<file path="config.mk">
export PLATFORM = sky130hd
export DESIGN_NAME = odsync_ctrl
export DESIGN_NICKNAME = d
export VERILOG_FILES = /design/src/rtl/odsync_pkg.sv /design/src/rtl/odsync_bitsync.sv /design/src/rtl/odsync_arm_detect.sv /design/src/rtl/odsync_release_pipe.sv /design/src/rtl/odsync_divider.sv /design/src/rtl/odsync_ctrl.sv
export SDC_FILE = /design/constraint.sdc
export NUM_CORES = 1
export LEC_CHECK = 0
export ABC_AREA = 1
export BUFFER_PORTS_ARGS = -buffer_cell sky130_fd_sc_hd__buf_2
export CAP_MARGIN = 15
export CORE_MARGIN = 2
export CORE_UTILIZATION = 43
export CTS_CLUSTER_DIAMETER = 150
export CTS_CLUSTER_SIZE = 12
export DETAILED_ROUTE_END_ITERATION = 8
export MAX_ROUTING_LAYER = met4
export PLACE_DENSITY_LB_ADDON = 0.1
export SLEW_MARGIN = 20
export SYNTH_ARGS = -nofsm -noshare
export SYNTH_HDL_FRONTEND = slang
export SYNTH_SLANG_ARGS = --single-unit
</file>
<file path="constraint.sdc">
create_clock -name clk -period 2.1 [get_ports clk]
set_clock_uncertainty 0.1 [all_clocks]
set_input_delay 0.315 -clock clk [delete_from_list [all_inputs] [get_ports clk]]
set_output_delay 0.315 -clock clk [all_outputs]
set_load 0.03 [all_outputs]
</file>
<file path="src/rtl/odsync_pkg.sv">
package odsync_pkg;
  typedef enum logic [1:0] {
    SYNC_DIRECT = 2'b00,
    SYNC_REF    = 2'b01,
    SYNC_FB     = 2'b10,
    SYNC_RSVD   = 2'b11
  } sync_mode_e;
endpackage

</file>
<file path="src/rtl/odsync_bitsync.sv">
module odsync_bitsync #(
  parameter int STAGES = 2,
  parameter int WIDTH  = 1
) (
  input  logic             clk,
  input  logic             rst_n,
  input  logic [WIDTH-1:0] d,
  output logic [WIDTH-1:0] q
);
  logic [WIDTH-1:0] stg_q [STAGES];
  logic [WIDTH-1:0] stg_d [STAGES];

  always_comb begin
    stg_d[0] = d;
    for (int i = 1; i < STAGES; i++) stg_d[i] = stg_q[i-1];
  end

  always_ff @(posedge clk or negedge rst_n) begin
    if (!rst_n) begin
      for (int i = 0; i < STAGES; i++) stg_q[i] <= '0;
    end else begin
      for (int i = 0; i < STAGES; i++) stg_q[i] <= stg_d[i];
    end
  end

  assign q = stg_q[STAGES-1];
endmodule

</file>
<file path="src/rtl/odsync_arm_detect.sv">
module odsync_arm_detect
  import odsync_pkg::*;
(
  input  logic       clk,
  input  logic       rst_n,
  input  logic [1:0] mode,
  input  logic       prim_s,
  input  logic       ref_s,
  input  logic       fb_s,
  output logic       busy_o,
  output logic       rel_o
);
  logic prim_q, evt_q, det_q;
  logic prim_rise, evt_s, evt_rise, armed_mode, det_d;

  always_comb begin
    armed_mode = (mode == SYNC_REF) || (mode == SYNC_FB);
    evt_s      = (mode == SYNC_FB) ? fb_s : ref_s;
    prim_rise  = prim_s & ~prim_q;
    evt_rise   = evt_s & ~evt_q;
    if (armed_mode) begin
      if (det_q) det_d = ~evt_rise;
      else       det_d = prim_rise;
    end else begin
      det_d = prim_s;
    end
    rel_o = det_q & ~det_d;
  end

  always_ff @(posedge clk or negedge rst_n) begin
    if (!rst_n) begin
      prim_q <= 1'b0;
      evt_q  <= 1'b0;
      det_q  <= 1'b0;
    end else begin
      prim_q <= prim_s;
      evt_q  <= evt_s;
      det_q  <= det_d;
    end
  end

  assign busy_o = det_q;


  arm_on_primary_chk: assert property (@(posedge clk) disable iff (!rst_n)
    (armed_mode && $stable(mode) && $rose(det_q)) |-> prim_q);


  fire_on_event_chk: assert property (@(posedge clk) disable iff (!rst_n)
    (armed_mode && $stable(mode) && $fell(det_q)) |-> evt_q);
endmodule

</file>
<file path="src/rtl/odsync_release_pipe.sv">
module odsync_release_pipe #(
  parameter int PIPE_STAGES = 1
) (
  input  logic clk,
  input  logic rst_n,
  input  logic busy_i,
  input  logic rel_i,
  output logic hold_o
);
  logic [PIPE_STAGES-1:0] rel_sr_q, rel_sr_d;
  logic hold_q, hold_d;

  generate
    if (PIPE_STAGES == 1) begin : g_one
      assign rel_sr_d = rel_i;
    end else begin : g_many
      assign rel_sr_d = {rel_sr_q[PIPE_STAGES-2:0], rel_i};
    end
  endgenerate

  always_comb begin
    hold_d = busy_i | (hold_q & ~rel_sr_q[PIPE_STAGES-1]);
  end

  always_ff @(posedge clk or negedge rst_n) begin
    if (!rst_n) begin
      rel_sr_q <= '0;
      hold_q   <= 1'b0;
    end else begin
      rel_sr_q <= rel_sr_d;
      hold_q   <= hold_d;
    end
  end

  assign hold_o = hold_q;


  release_idle_chk: assert property (@(posedge clk) disable iff (!rst_n)
    $fell(hold_q) |-> !busy_i);
endmodule

</file>
<file path="src/rtl/odsync_divider.sv">
module odsync_divider #(
  parameter int CNT_W = 8
) (
  input  logic             clk,
  input  logic             rst_n,
  input  logic             hold_i,
  input  logic [CNT_W-1:0] ratio_i,
  output logic             clk_o
);
  localparam logic [CNT_W-1:0] ONE = CNT_W'(1);
  localparam logic [CNT_W-1:0] TWO = CNT_W'(2);

  logic [CNT_W-1:0] cnt_q, cnt_d, eff, last, half;
  logic started_q, started_d, wrap;

  always_comb begin
    eff       = (ratio_i < TWO) ? TWO : ratio_i;
    last      = eff - ONE;
    half      = eff >> 1;
    wrap      = (cnt_q == last);
    if (hold_i) begin
      cnt_d     = '0;
      started_d = 1'b0;
    end else begin
      cnt_d     = wrap ? '0 : cnt_q + ONE;
      started_d = started_q | wrap;
    end
  end

  always_ff @(posedge clk or negedge rst_n) begin
    if (!rst_n) begin
      cnt_q     <= '0;
      started_q <= 1'b0;
    end else begin
      cnt_q     <= cnt_d;
      started_q <= started_d;
    end
  end

  assign clk_o = started_q & ~hold_i & (cnt_q < half);


  hold_clear_chk: assert property (@(posedge clk) disable iff (!rst_n)
    (hold_i && $past(hold_i)) |-> (cnt_q == '0 && !started_q));
endmodule

</file>
<file path="src/rtl/odsync_ctrl.sv">
module odsync_ctrl #(
  parameter int NUM_OUT     = 3,
  parameter int CNT_W       = 8,
  parameter int SYNC_STAGES = 2,
  parameter int PIPE_STAGES = 1
) (
  input  logic                     clk,
  input  logic                     rst_n,
  input  logic [1:0]               mode_sel,
  input  logic                     sw_sync,
  input  logic [2:0]               hw_req,
  input  logic                     ref_edge,
  input  logic                     fb_roll,
  input  logic [NUM_OUT*CNT_W-1:0] div_ratio,
  output logic [NUM_OUT-1:0]       clk_out,
  output logic                     div_stall,
  output logic                     sync_busy
);
  localparam int REQ_W = 6;

  logic             rst_q;
  logic [REQ_W-1:0] req_raw, req_s;
  logic             prim_s, rel_pulse, busy, hold;

  odsync_bitsync #(.STAGES(2), .WIDTH(1)) u_rst_sync (
    .clk(clk), .rst_n(rst_n), .d(1'b1), .q(rst_q)
  );

  assign req_raw = {fb_roll, ref_edge, hw_req, sw_sync};

  odsync_bitsync #(.STAGES(SYNC_STAGES), .WIDTH(REQ_W)) u_in_sync (
    .clk(clk), .rst_n(rst_q), .d(req_raw), .q(req_s)
  );

  assign prim_s = |req_s[3:0];

  odsync_arm_detect u_det (
    .clk(clk), .rst_n(rst_q), .mode(mode_sel), .prim_s(prim_s),
    .ref_s(req_s[4]), .fb_s(req_s[5]), .busy_o(busy), .rel_o(rel_pulse)
  );

  odsync_release_pipe #(.PIPE_STAGES(PIPE_STAGES)) u_pipe (
    .clk(clk), .rst_n(rst_q), .busy_i(busy), .rel_i(rel_pulse), .hold_o(hold)
  );

  generate
    for (genvar g = 0; g < NUM_OUT; g++) begin : g_div
      odsync_divider #(.CNT_W(CNT_W)) u_div (
        .clk(clk), .rst_n(rst_q), .hold_i(hold),
        .ratio_i(div_ratio[g*CNT_W +: CNT_W]), .clk_o(clk_out[g])
      );
    end
  endgenerate

  assign div_stall = hold;
  assign sync_busy = busy;


  stall_outs_low_chk: assert property (@(posedge clk) disable iff (!rst_q)
    div_stall |-> (clk_out == '0));


  busy_to_stall_chk: assert property (@(posedge clk) disable iff (!rst_q)
    $rose(sync_busy) |=> div_stall);
endmodule

</file>
# Yosys cells after proc, flatten, opt, wreduce, memory -nomap -nowiden
# Index checks and enable logic that the tools add are counted.
# Widths: inputs -> output; s select.
# word_totals
elab_cells,69
in_bits,34
output_inout_bits,5
reg_bits,46
# classes
order_cmp,6
n_mux,15
bitwise,20
reduce_logical,2
eq_ne,5
add_sub_neg,6
# op_table
operator,n
$mux 8,9
$add 8x1->8 const B,3
$eq 8x8->1,3
$lt 8x2->1 const B,3
$lt 8x7->1,3
$sub 8x1->8 const B,3
$and 1x1->1,10
$mux 1,6
$not 1->1,6
$or 1x1->1,4
$reduce_or 4->1,1
$eq 2x1->1 const B,1
$eq 2x2->1 const B,1
$logic_or 1x1->1,1

# Logic depth before layout (Yosys ltp)
# Gate-level depths: netlist of run 1.
# depth
depth_word,8
ltp_mapped,17
depth_no_buf,17

# Cells and area by module
# A second synthesis of run 1 with hierarchy kept.
# unflattened
cells_unflattened,496
area_unflattened_um2,3716.1
# by_module_without_submodules
mod,cells_per_inst,area_each_um2,n_inst
odsync_divider,151,1039.7,3
odsync_bitsync at u_in_sync,12,300.3,1
odsync_arm_detect,19,166.4,1
odsync_release_pipe,6,65.1,1
odsync_bitsync at u_rst_sync,2,50.0,1
odsync_ctrl,4,15.0,1

# Worst setup path before layout of run 1
# OpenSTA, ideal clock, no wires.
# synth_timing
path_kind,input-to-reg
startpoint,input div_ratio[18]
endpoint,register g_div[2].u_div.cnt_q[0]
arrival_ns,1.860
cell_stages,15
path_buffers,0
path_slack_ns,0.019
required_time_ns,1.879
path_cell_list,nor2_2 > nand2_2 > nor2_4 > nor2_2 > ha_1 > xor2_1 > nand2_1 > nor2_2 > nand2_1 > nor2_4 > nand2_4 > nor2_4 > nand2_4 > nand2_8 > nor2_2
# synth_via
elab_chain_len,6
# synth_rtl
item,line,rtl
"start, declared",odsync_ctrl.sv:14,"input logic [NUM_OUT*CNT_W-1:0] div_ratio,"
$lt 8x2->1,odsync_divider.sv:17,eff = (ratio_i < TWO) ? TWO : ratio_i;
$mux 8 (*),odsync_divider.sv:17,
$sub 8x1->8 (*),odsync_divider.sv:18,last = eff - ONE;
$eq 8x8->1 (*),odsync_divider.sv:20,wrap = (cnt_q == last);
$mux 8 (*),odsync_divider.sv:25,cnt_d = wrap ? '0 : cnt_q + ONE;
$mux 8 (*),odsync_divider.sv:21,if (hold_i) begin
net g_div[2].u_div.cnt_d[0],odsync_divider.sv:13,"logic [CNT_W-1:0] cnt_q, cnt_d, eff, last, half;"
"end signal, assigned",odsync_divider.sv:35,cnt_q <= cnt_d;
"end, declared",odsync_divider.sv:13,
# The timed path passes the listed nets; every way through them passes the cells marked *.

# Worst setup path in the final report of run 1
# layout_timing
startpoint,register g_div[1].u_div.cnt_q[6]
endpoint,output clk_out[1]
# layout_via
elab_chain_len,2
# layout_rtl
item,line,rtl
"start, declared",odsync_divider.sv:13,
"start signal, assigned",odsync_divider.sv:35,
$lt 8x7->1,odsync_divider.sv:40,assign clk_o = started_q & ~hold_i & (cnt_q < half);
$and 1x1->1,odsync_divider.sv:40,
"end, declared",odsync_ctrl.sv:15,"output logic [NUM_OUT-1:0] clk_out,"
# No other way between the ends.

==> results_tabular.tex, run 1 <==
\begin{tabular}{lr}
\hline
Metric & Value \\
\hline
\multicolumn{2}{l}{\textbf{STA}} \\
\quad Total Negative Setup Slacks & 0 ps \\
\quad Upper clock frequency limit & 488 MHz \\
\quad Final worst-path setup slack & 52.8 ps \\
\quad Minimum clock period & 2050 ps \\
\quad Unrepaired setup endpoints after global routing & yes \\
\quad Post-route clock period utilization & 97.5\% \\
\quad Final-report hold violation count & 0 \\
\quad Pins over their slew limit & 0 \\
\quad Total of endpoints with negative setup slack in the final report & 0 \\
\multicolumn{2}{l}{\textbf{CTS}} \\
\quad TritonCTS clock tree & done \\
\quad Buffer type at the clock tree root & clkbuf\_8 \\
\quad Maximum count of clock buffers along a single path & 2 \\
\quad Maximum level of the CTS H-tree & 2 \\
\quad Insertion delay to the later sink of the worst-skew pair & 290 ps \\
\quad Number of buffers added by the clock tree synthesis step & 5 \\
\quad Clock slew at reported path FFs & 80 ps \\
\quad \# clock sinks & 46 \\
\multicolumn{2}{l}{\textbf{Placement}} \\
\quad Worst slack at placement & -244 ps \\
\quad Placed cell area & 3810 um2 \\
\quad Cell Count Post-Placement & 555 \\
\quad Final weighted congestion in routability-driven placement & 0.824 \\
\quad Half-perimeter wire length after detailed placement & 5160 um \\
\quad Number of port buffers & 38 \\
\multicolumn{2}{l}{\textbf{Power}} \\
\quad Leakage & 2.03 nW \\
\quad Power density relative to cell area & 493 nW/um2 \\
\quad Max VDD drop & 0.333 mV \\
\multicolumn{2}{l}{\textbf{Cells and area}} \\
\quad Area occupied by multi-input gates & 1950 um2 \\
\quad Fraction of final layout cells sized beyond drive strength 1 & 39.1\% \\
\quad Total Nets Final & 536 \\
\quad Final instance area & 4190 um2 \\
\quad Synthesis-to-finish area growth & 31.1\% \\
\quad Count of inserted antenna diode cells & 0 \\
\quad Final design utilization & 58.1\% \\
\quad Storage element area & 1160 um2 \\
\quad Number of standard cells in the final layout excluding fillers & 577 \\
\quad Fill cell total of the finished layout & 706 \\
\quad Commonest cells after routing, fill and taps aside & 49 x buf\_4, 46 x nand2\_1, 44 x inv\_1 \\
\quad Most common cell after layout, fill and taps aside & buf\_4 \\
\multicolumn{2}{l}{\textbf{Routing}} \\
\quad Detail Route Antenna Nets & 0 \\
\quad Number of vias per cell & 4.73 \\
\quad Final wirelength & 6640 um \\
\quad Via total after detailed routing & 2728 \\
\quad Total iterations of the first detailed-routing run & 6 \\
\quad Wire length per cell after detailed routing & 11.5 um \\
\quad DRC violation total after the first TritonRoute iteration & 82 \\
\quad Post-detailed-route DRC marker count & 0 \\
\multicolumn{2}{l}{\textbf{Logic synthesis}} \\
\quad Most used DFF post-synth & dfrtp\_1 \\
\quad Count of different cell masters after synthesis & 36 \\
\quad Syn Area/Cell & 8.37 um2 \\
\quad Synthesized net count & 441 \\
\quad Synthesized flop and latch total & 46 \\
\quad Cell type with the highest aggregate area in the netlist & dfrtp\_1 \\
\quad Cells taking the most area after synthesis & dfrtp\_1 36\%, ha\_1 9.8\%, xor2\_1 7.7\%, nand2\_1 5.8\%, inv\_1 5.3\% \\
\quad Synth top area share & 36.0\% \\
\quad Asr flop ratio synth & 100\% \\
\quad Cell area after synthesis & 3200 um2 \\
\quad Number of synthesis warnings & 0 \\
\quad Share of synthesized area occupied by flip-flops and latches & 36.0\% \\
\quad Post-synth EDFFs & 0 \\
\quad Synth Instances & 382 \\
\multicolumn{2}{l}{\textbf{Setup path}} \\
\quad Maximum cell stage delay along the critical path & 450 ps \\
\quad Worst setup path endpoint & clk\_out[1] \\
\quad WP data required & 1680 ps \\
\quad Arrival @ worst endpoint & 1630 ps \\
\quad Crit path max fanout & 4 \\
\quad Crit path cell chain & ha\_1 > nand4\_1 > nand3\_1 > a21oi\_2 > buf\_6 \\
\quad CP Launch Point & g\_div[1].u\_div.cnt\_q[6] \\
\quad Critical Setup Path Class & reg2out \\
\quad Standard cell with the maximum stage delay on the critical path & dfrtp\_1 \\
\quad Startpoint of the worst register-to-register path & g\_div[2].u\_div.cnt\_q[4] \\
\quad Reg2Reg Setup Slack & 350 ps \\
\quad Cells on worst reg2reg path & 9 \\
\quad Critical Path Start Type & flop \\
\quad Critical R2R Capture & g\_div[2].u\_div.cnt\_q[0] \\
\quad Kind of end point of the critical path & primary output \\
\multicolumn{2}{l}{\textbf{Floorplanning}} \\
\quad \# rows & 31 \\
\quad Initial core utilization & 44.3\% \\
\quad Core region area & 7210 um2 \\
\quad Die Area & 8140 um2 \\
\quad Die extent in y & 90.2 um \\
\quad Number of I/O pins & 39 \\
\quad Die span in x & 90.2 um \\
\multicolumn{2}{l}{\textbf{Worst hold path}} \\
\quad Hold Path Depth & 1 \\
\quad Type of the worst min-delay path & in2reg \\
\multicolumn{2}{l}{\textbf{Global route}} \\
\quad Number of global-route vias before repair & 2585 \\
\quad Overflow left after global routing & 0 \\
\quad Wire length of the first global-routing pass & 11100 um \\
\quad Antenna violations before repair & 0 \\
\quad Pin count of the biggest net entering global routing & 27 \\
\quad All-layer global routing usage & 16.7\% \\
\multicolumn{2}{l}{\textbf{Flow run}} \\
\quad Number of maximum-capacitance violations & 0 \\
\multicolumn{2}{l}{\textbf{Status}} \\
\quad Outcome & complete, no violations \\
\hline
\end{tabular}
critical path: cells and delay by family (launching register included):
kind	cells	cell delay, ps
fa+ha+maj	1	360
flops	1	450
compound gates	1	170
buf+inv	1	160
simple gates	2	200
worst min-delay path by stage:
stage / startpoint / to / slack (ps)
4_1_cts: hw_req[1] / u_in_sync.stg_d[2] / 3
3_3_place_gp: rst_n / u_rst_sync.stg_d[0] / 2
5_1_grt: ref_edge / u_in_sync.stg_d[4] / 0.6
6_report: fb_roll / u_in_sync.stg_d[5] / 20
2_1_floorplan: rst_n / u_rst_sync.q / -80
3_5_place_dp: rst_n / u_rst_sync.stg_d[0] / 4
routing by layer:
layer / wire (um) / track usage (%)
met5: 0 / -
met4: 130 / 5.38
met3: 187 / 2.35
met2: 3150 / 27.3
met1: 3180 / 21.6
power by group:
group	internal, mW	switching, mW	total (mW)
Clock	0.356	0.290	0.646
Sequential	0.921	0.0438	0.965
Combinational	0.207	0.248	0.455
Yosys cell counts, drive strengths merged, types with 2 or more instances:
cell type	n
nor2	69
nand2	61
inv	54
dfrtp	46
xor2	28
nand3	27
ha	25
xnor2	14
o21ai	13
a21oi	10
nand4	8
nor3	7
nand3b	6
buf	3
o211ai	2
stage by stage:
| stage | hold slack (ps) | total power [mW] |
|---|---|---|
| 4_1_cts | 2.54 | 2.06 |
| 6_report | 20.1 | 2.07 |
| 2_1_floorplan | -80.6 | 1.21 |
| 5_1_grt | 0.563 | 2.20 |
| 3_3_place_gp | 2.34 | 1.40 |
| 3_5_place_dp | 3.56 | 1.40 |
flip-flops by register name, indices dropped and copies added (netlist names):
| register | count |
|---|---|
| g_div.u_div.cnt_q | 24 |
| u_det.busy_o | 1 |
| u_rst_sync.stg_d | 1 |
| u_det.prim_q | 1 |
| u_det.evt_q | 1 |
| u_pipe.rel_sr_q | 1 |
| u_rst_sync.q | 1 |
| u_pipe.hold_o | 1 |
| g_div.u_div.started_q | 3 |
| u_in_sync.q | 6 |
| u_in_sync.stg_d | 6 |
timing repair:
item	CTS	global route
hold buffers	1	2
pin swaps	0	12
endpoints found under the setup margin	2	20
resized for setup	2	44
buffers inserted	0	11
endpoints found under the hold margin	2	2
area by class of cell:
cell class	count	share of cell area, %
Timing Repair Buffer	91	15.2
Tap cell	99	2.96
Multi-Input combinational cell	278	46.4
Inverter	55	4.93
Clock buffer	5	1.64
Sequential cell	46	27.8
Clock inverter	3	1.05
cells by family (layout without fill, tap and decap cells):
kind of cell | Yosys count | in the layout | share of synthesized area, %
adder cells (fa/ha/maj) | 25 | 25 | 9.79
buffers and inverters | 58 | 154 | 7.16
AND/OR/NAND/NOR | 181 | 181 | 29.6
multiplexers | 1 | 1 | 0.352
other | 1 | 1 | 0.117
flip-flops | 46 | 46 | 36.0
AO/OA/AOI/OAI | 28 | 28 | 5.48
XOR/XNOR | 42 | 42 | 11.5
Power figures use the tool's default switching activity.
==> run 2, diff against run 1 <==
--- a/config.mk
+++ b/config.mk
@@ -15,6 +15,7 @@
 export DETAILED_ROUTE_END_ITERATION = 8
 export MAX_ROUTING_LAYER = met4
 export PLACE_DENSITY_LB_ADDON = 0.1
+export REMOVE_ABC_BUFFERS = 1
 export SLEW_MARGIN = 20
 export SYNTH_ARGS = -nofsm -noshare
 export SYNTH_HDL_FRONTEND = slang
==> results_tabular.tex, run 2 (synthesis results as in run 1) <==
\begin{tabular}{lr}
\hline
Metric & Value \\
\hline
\multicolumn{2}{l}{\textbf{Cells and area}} \\
\quad Final design utilization & 59.0\% \\
\quad Most common cell after layout, fill and taps aside & buf\_4 \\
\quad Fill cell total of the finished layout & 683 \\
\quad Number of standard cells in the final layout excluding fillers & 582 \\
\quad Largest register by flop count & g\_div.u\_div.cnt\_q \\
\quad Count of inserted antenna diode cells & 0 \\
\quad Largest register FFs & 24 \\
\quad Fraction of final layout cells sized beyond drive strength 1 & 40.4\% \\
\quad Synthesis-to-finish area growth & 33.2\% \\
\quad Commonest cells after routing, fill and taps aside & 55 x buf\_4, 47 x nand2\_1, 44 x inv\_1 \\
\quad Total Nets Final & 541 \\
\quad Final instance area & 4260 um2 \\
\multicolumn{2}{l}{\textbf{Routing}} \\
\quad Wire length per cell after detailed routing & 11.3 um \\
\quad Number of vias per cell & 4.60 \\
\quad Total iterations of the first detailed-routing run & 4 \\
\quad Detail Route Antenna Nets & 0 \\
\quad DRC violation total after the first TritonRoute iteration & 62 \\
\quad Final wirelength & 6560 um \\
\quad Via total after detailed routing & 2679 \\
\quad Post-detailed-route DRC marker count & 0 \\
\multicolumn{2}{l}{\textbf{STA}} \\
\quad Max-Slew Margin vs Limit & 64.7\% \\
\quad Hold\_ws & 23.5 ps \\
\quad Post-route clock period utilization & 96.3\% \\
\quad Pins over their slew limit & 0 \\
\quad Final-report hold violation count & 0 \\
\quad Minimum clock period & 2020 ps \\
\quad Actual transition at the worst max-transition pin & 529 ps \\
\quad Unrepaired setup endpoints after global routing & yes \\
\quad Upper clock frequency limit & 494 MHz \\
\quad Total of endpoints with negative setup slack in the final report & 0 \\
\multicolumn{2}{l}{\textbf{Setup path}} \\
\quad Reg2Reg Setup Slack & 400 ps \\
\quad Critical R2R Capture & g\_div[2].u\_div.cnt\_q[6] \\
\quad CP bufs+invs & 1 \\
\quad Standard cell with the maximum stage delay on the critical path & dfrtp\_2 \\
\quad Critical Path Start Type & flop \\
\quad Startpoint of the worst register-to-register path & g\_div[2].u\_div.cnt\_q[4] \\
\quad WP data required & 1680 ps \\
\quad Critical Setup Path Class & reg2out \\
\quad Kind of end point of the critical path & primary output \\
\quad Arrival @ worst endpoint & 1610 ps \\
\quad Maximum cell stage delay along the critical path & 450 ps \\
\quad Crit path max fanout & 5 \\
\quad Crit path cell chain & ha\_1 > a21oi\_1 > nand2\_1 > a21oi\_2 > buf\_6 \\
\quad Top delay family on crit path & flip-flops \\
\quad Cells on worst reg2reg path & 9 \\
\multicolumn{2}{l}{\textbf{Floorplanning}} \\
\quad Die Area & 8140 um2 \\
\quad Die span in x & 90.2 um \\
\quad Die extent in y & 90.2 um \\
\quad Number of I/O pins & 39 \\
\quad \# rows & 31 \\
\quad Core region area & 7210 um2 \\
\quad Initial core utilization & 44.3\% \\
\multicolumn{2}{l}{\textbf{Placement}} \\
\quad Half-perimeter wire length after detailed placement & 5120 um \\
\quad Cell Count Post-Placement & 556 \\
\quad Placed cell area & 3800 um2 \\
\quad Number of port buffers & 38 \\
\quad Final weighted congestion in routability-driven placement & 0.808 \\
\multicolumn{2}{l}{\textbf{CTS}} \\
\quad Buffer type at the clock tree root & clkbuf\_8 \\
\quad Maximum count of clock buffers along a single path & 2 \\
\quad Clock slew at reported path FFs & 90 ps \\
\quad Insertion delay to the later sink of the worst-skew pair & 290 ps \\
\quad Number of buffers added by the clock tree synthesis step & 5 \\
\quad Maximum level of the CTS H-tree & 2 \\
\quad TritonCTS clock tree & done \\
\quad \# clock sinks & 46 \\
\multicolumn{2}{l}{\textbf{Global route}} \\
\quad Antenna violations before repair & 0 \\
\quad All-layer global routing usage & 16.6\% \\
\quad Pin count of the biggest net entering global routing & 45 \\
\quad Wire length of the first global-routing pass & 11100 um \\
\quad Overflow left after global routing & 0 \\
\quad Number of global-route vias before repair & 2554 \\
\multicolumn{2}{l}{\textbf{Worst hold path}} \\
\quad Type of the worst min-delay path & in2reg \\
\quad Hold Path Depth & 1 \\
\quad Start point of the worst hold path & ref\_edge \\
\quad Worst hold path endpoint & u\_in\_sync.stg\_d[4] \\
\multicolumn{2}{l}{\textbf{Power}} \\
\quad Final Power & 2.07 mW \\
\quad Max VDD drop & 0.432 mV \\
\quad Power density relative to cell area & 487 nW/um2 \\
\quad Leakage & 2.07 nW \\
\multicolumn{2}{l}{\textbf{Status}} \\
\quad Outcome & complete, no violations \\
\multicolumn{2}{l}{\textbf{Flow run}} \\
\quad Number of maximum-capacitance violations & 0 \\
\hline
\end{tabular}
## run 2: routing by layer
metal	vias up	routed length (um)	part of all wire (%)	GRT usage (%)
li1	1422	-	-	-
met1	1210	3170	48	21.7
met2	39	3140	48	27.7
met3	8	170	2.6	2.18
met4	0	81	1.2	3.85
met5	-	0	0	-
## run 2: through the flow
step | setup TNS, ps | setup WS [ps]
final | 0 | 77.5
after global routing | -73.9 | -20.3
after global placement | -4230 | -249
after detailed placement | -5110 | -303
after floorplan | 0 | 18.7
after CTS | 0 | 11.8
## run 2: timing repair
| action | CTS | global route |
|---|---|---|
| hold buffers | 1 | 0 |
| endpoints found under the hold margin | 2 | 0 |
| buffers inserted | 0 | 17 |
| pin swaps | 0 | 23 |
| endpoints found under the setup margin | 2 | 25 |
| gates resized for setup | 2 | 52 |
## run 2: cell type report
class                           instances  area, um2  share of cell area, %
Clock buffer                            5       68.8                   1.62
Clock inverter                          3       43.8                   1.03
Inverter                               55        206                   4.85
Multi-Input combinational cell        278       1980                   46.6
Sequential cell                        46       1160                   27.3
Tap cell                               99        124                   2.91
Timing Repair Buffer                   96        669                   15.7
## run 2: worst max-delay path by stage
| stage | cells after the start | to | slack [ps] | start |
|---|---|---|---|---|
| after global placement | 15 | g_div[0].u_div.cnt_q[0] | -250 | div_ratio[7] |
| final | 5 | clk_out[1] | 80 | g_div[1].u_div.cnt_q[3] |
| after global routing | 15 | g_div[0].u_div.cnt_q[6] | -20 | div_ratio[4] |
| after floorplan | 15 | g_div[2].u_div.cnt_q[0] | 20 | div_ratio[18] |
| after detailed placement | 14 | g_div[0].u_div.cnt_q[0] | -300 | div_ratio[7] |
| after CTS | 7 | clk_out[0] | 10 | g_div[0].u_div.cnt_q[5] |
## run 2: where the power goes
group          internal [mW]  switching (mW)  total (mW)
Clock                  0.357           0.292       0.648
Sequential             0.921          0.0371       0.958
Combinational          0.208           0.258       0.466
## run 2: worst reg2reg max path: stages (launching register included)
cell and delay [ps]:
dfrtp_1 480, xnor2_1 240, xnor2_1 140, nand2_1 100, nor2_4 130, nand2_4 60, nor2_4 110, nand2_4 80
nand2_8 110, nor2_2 40
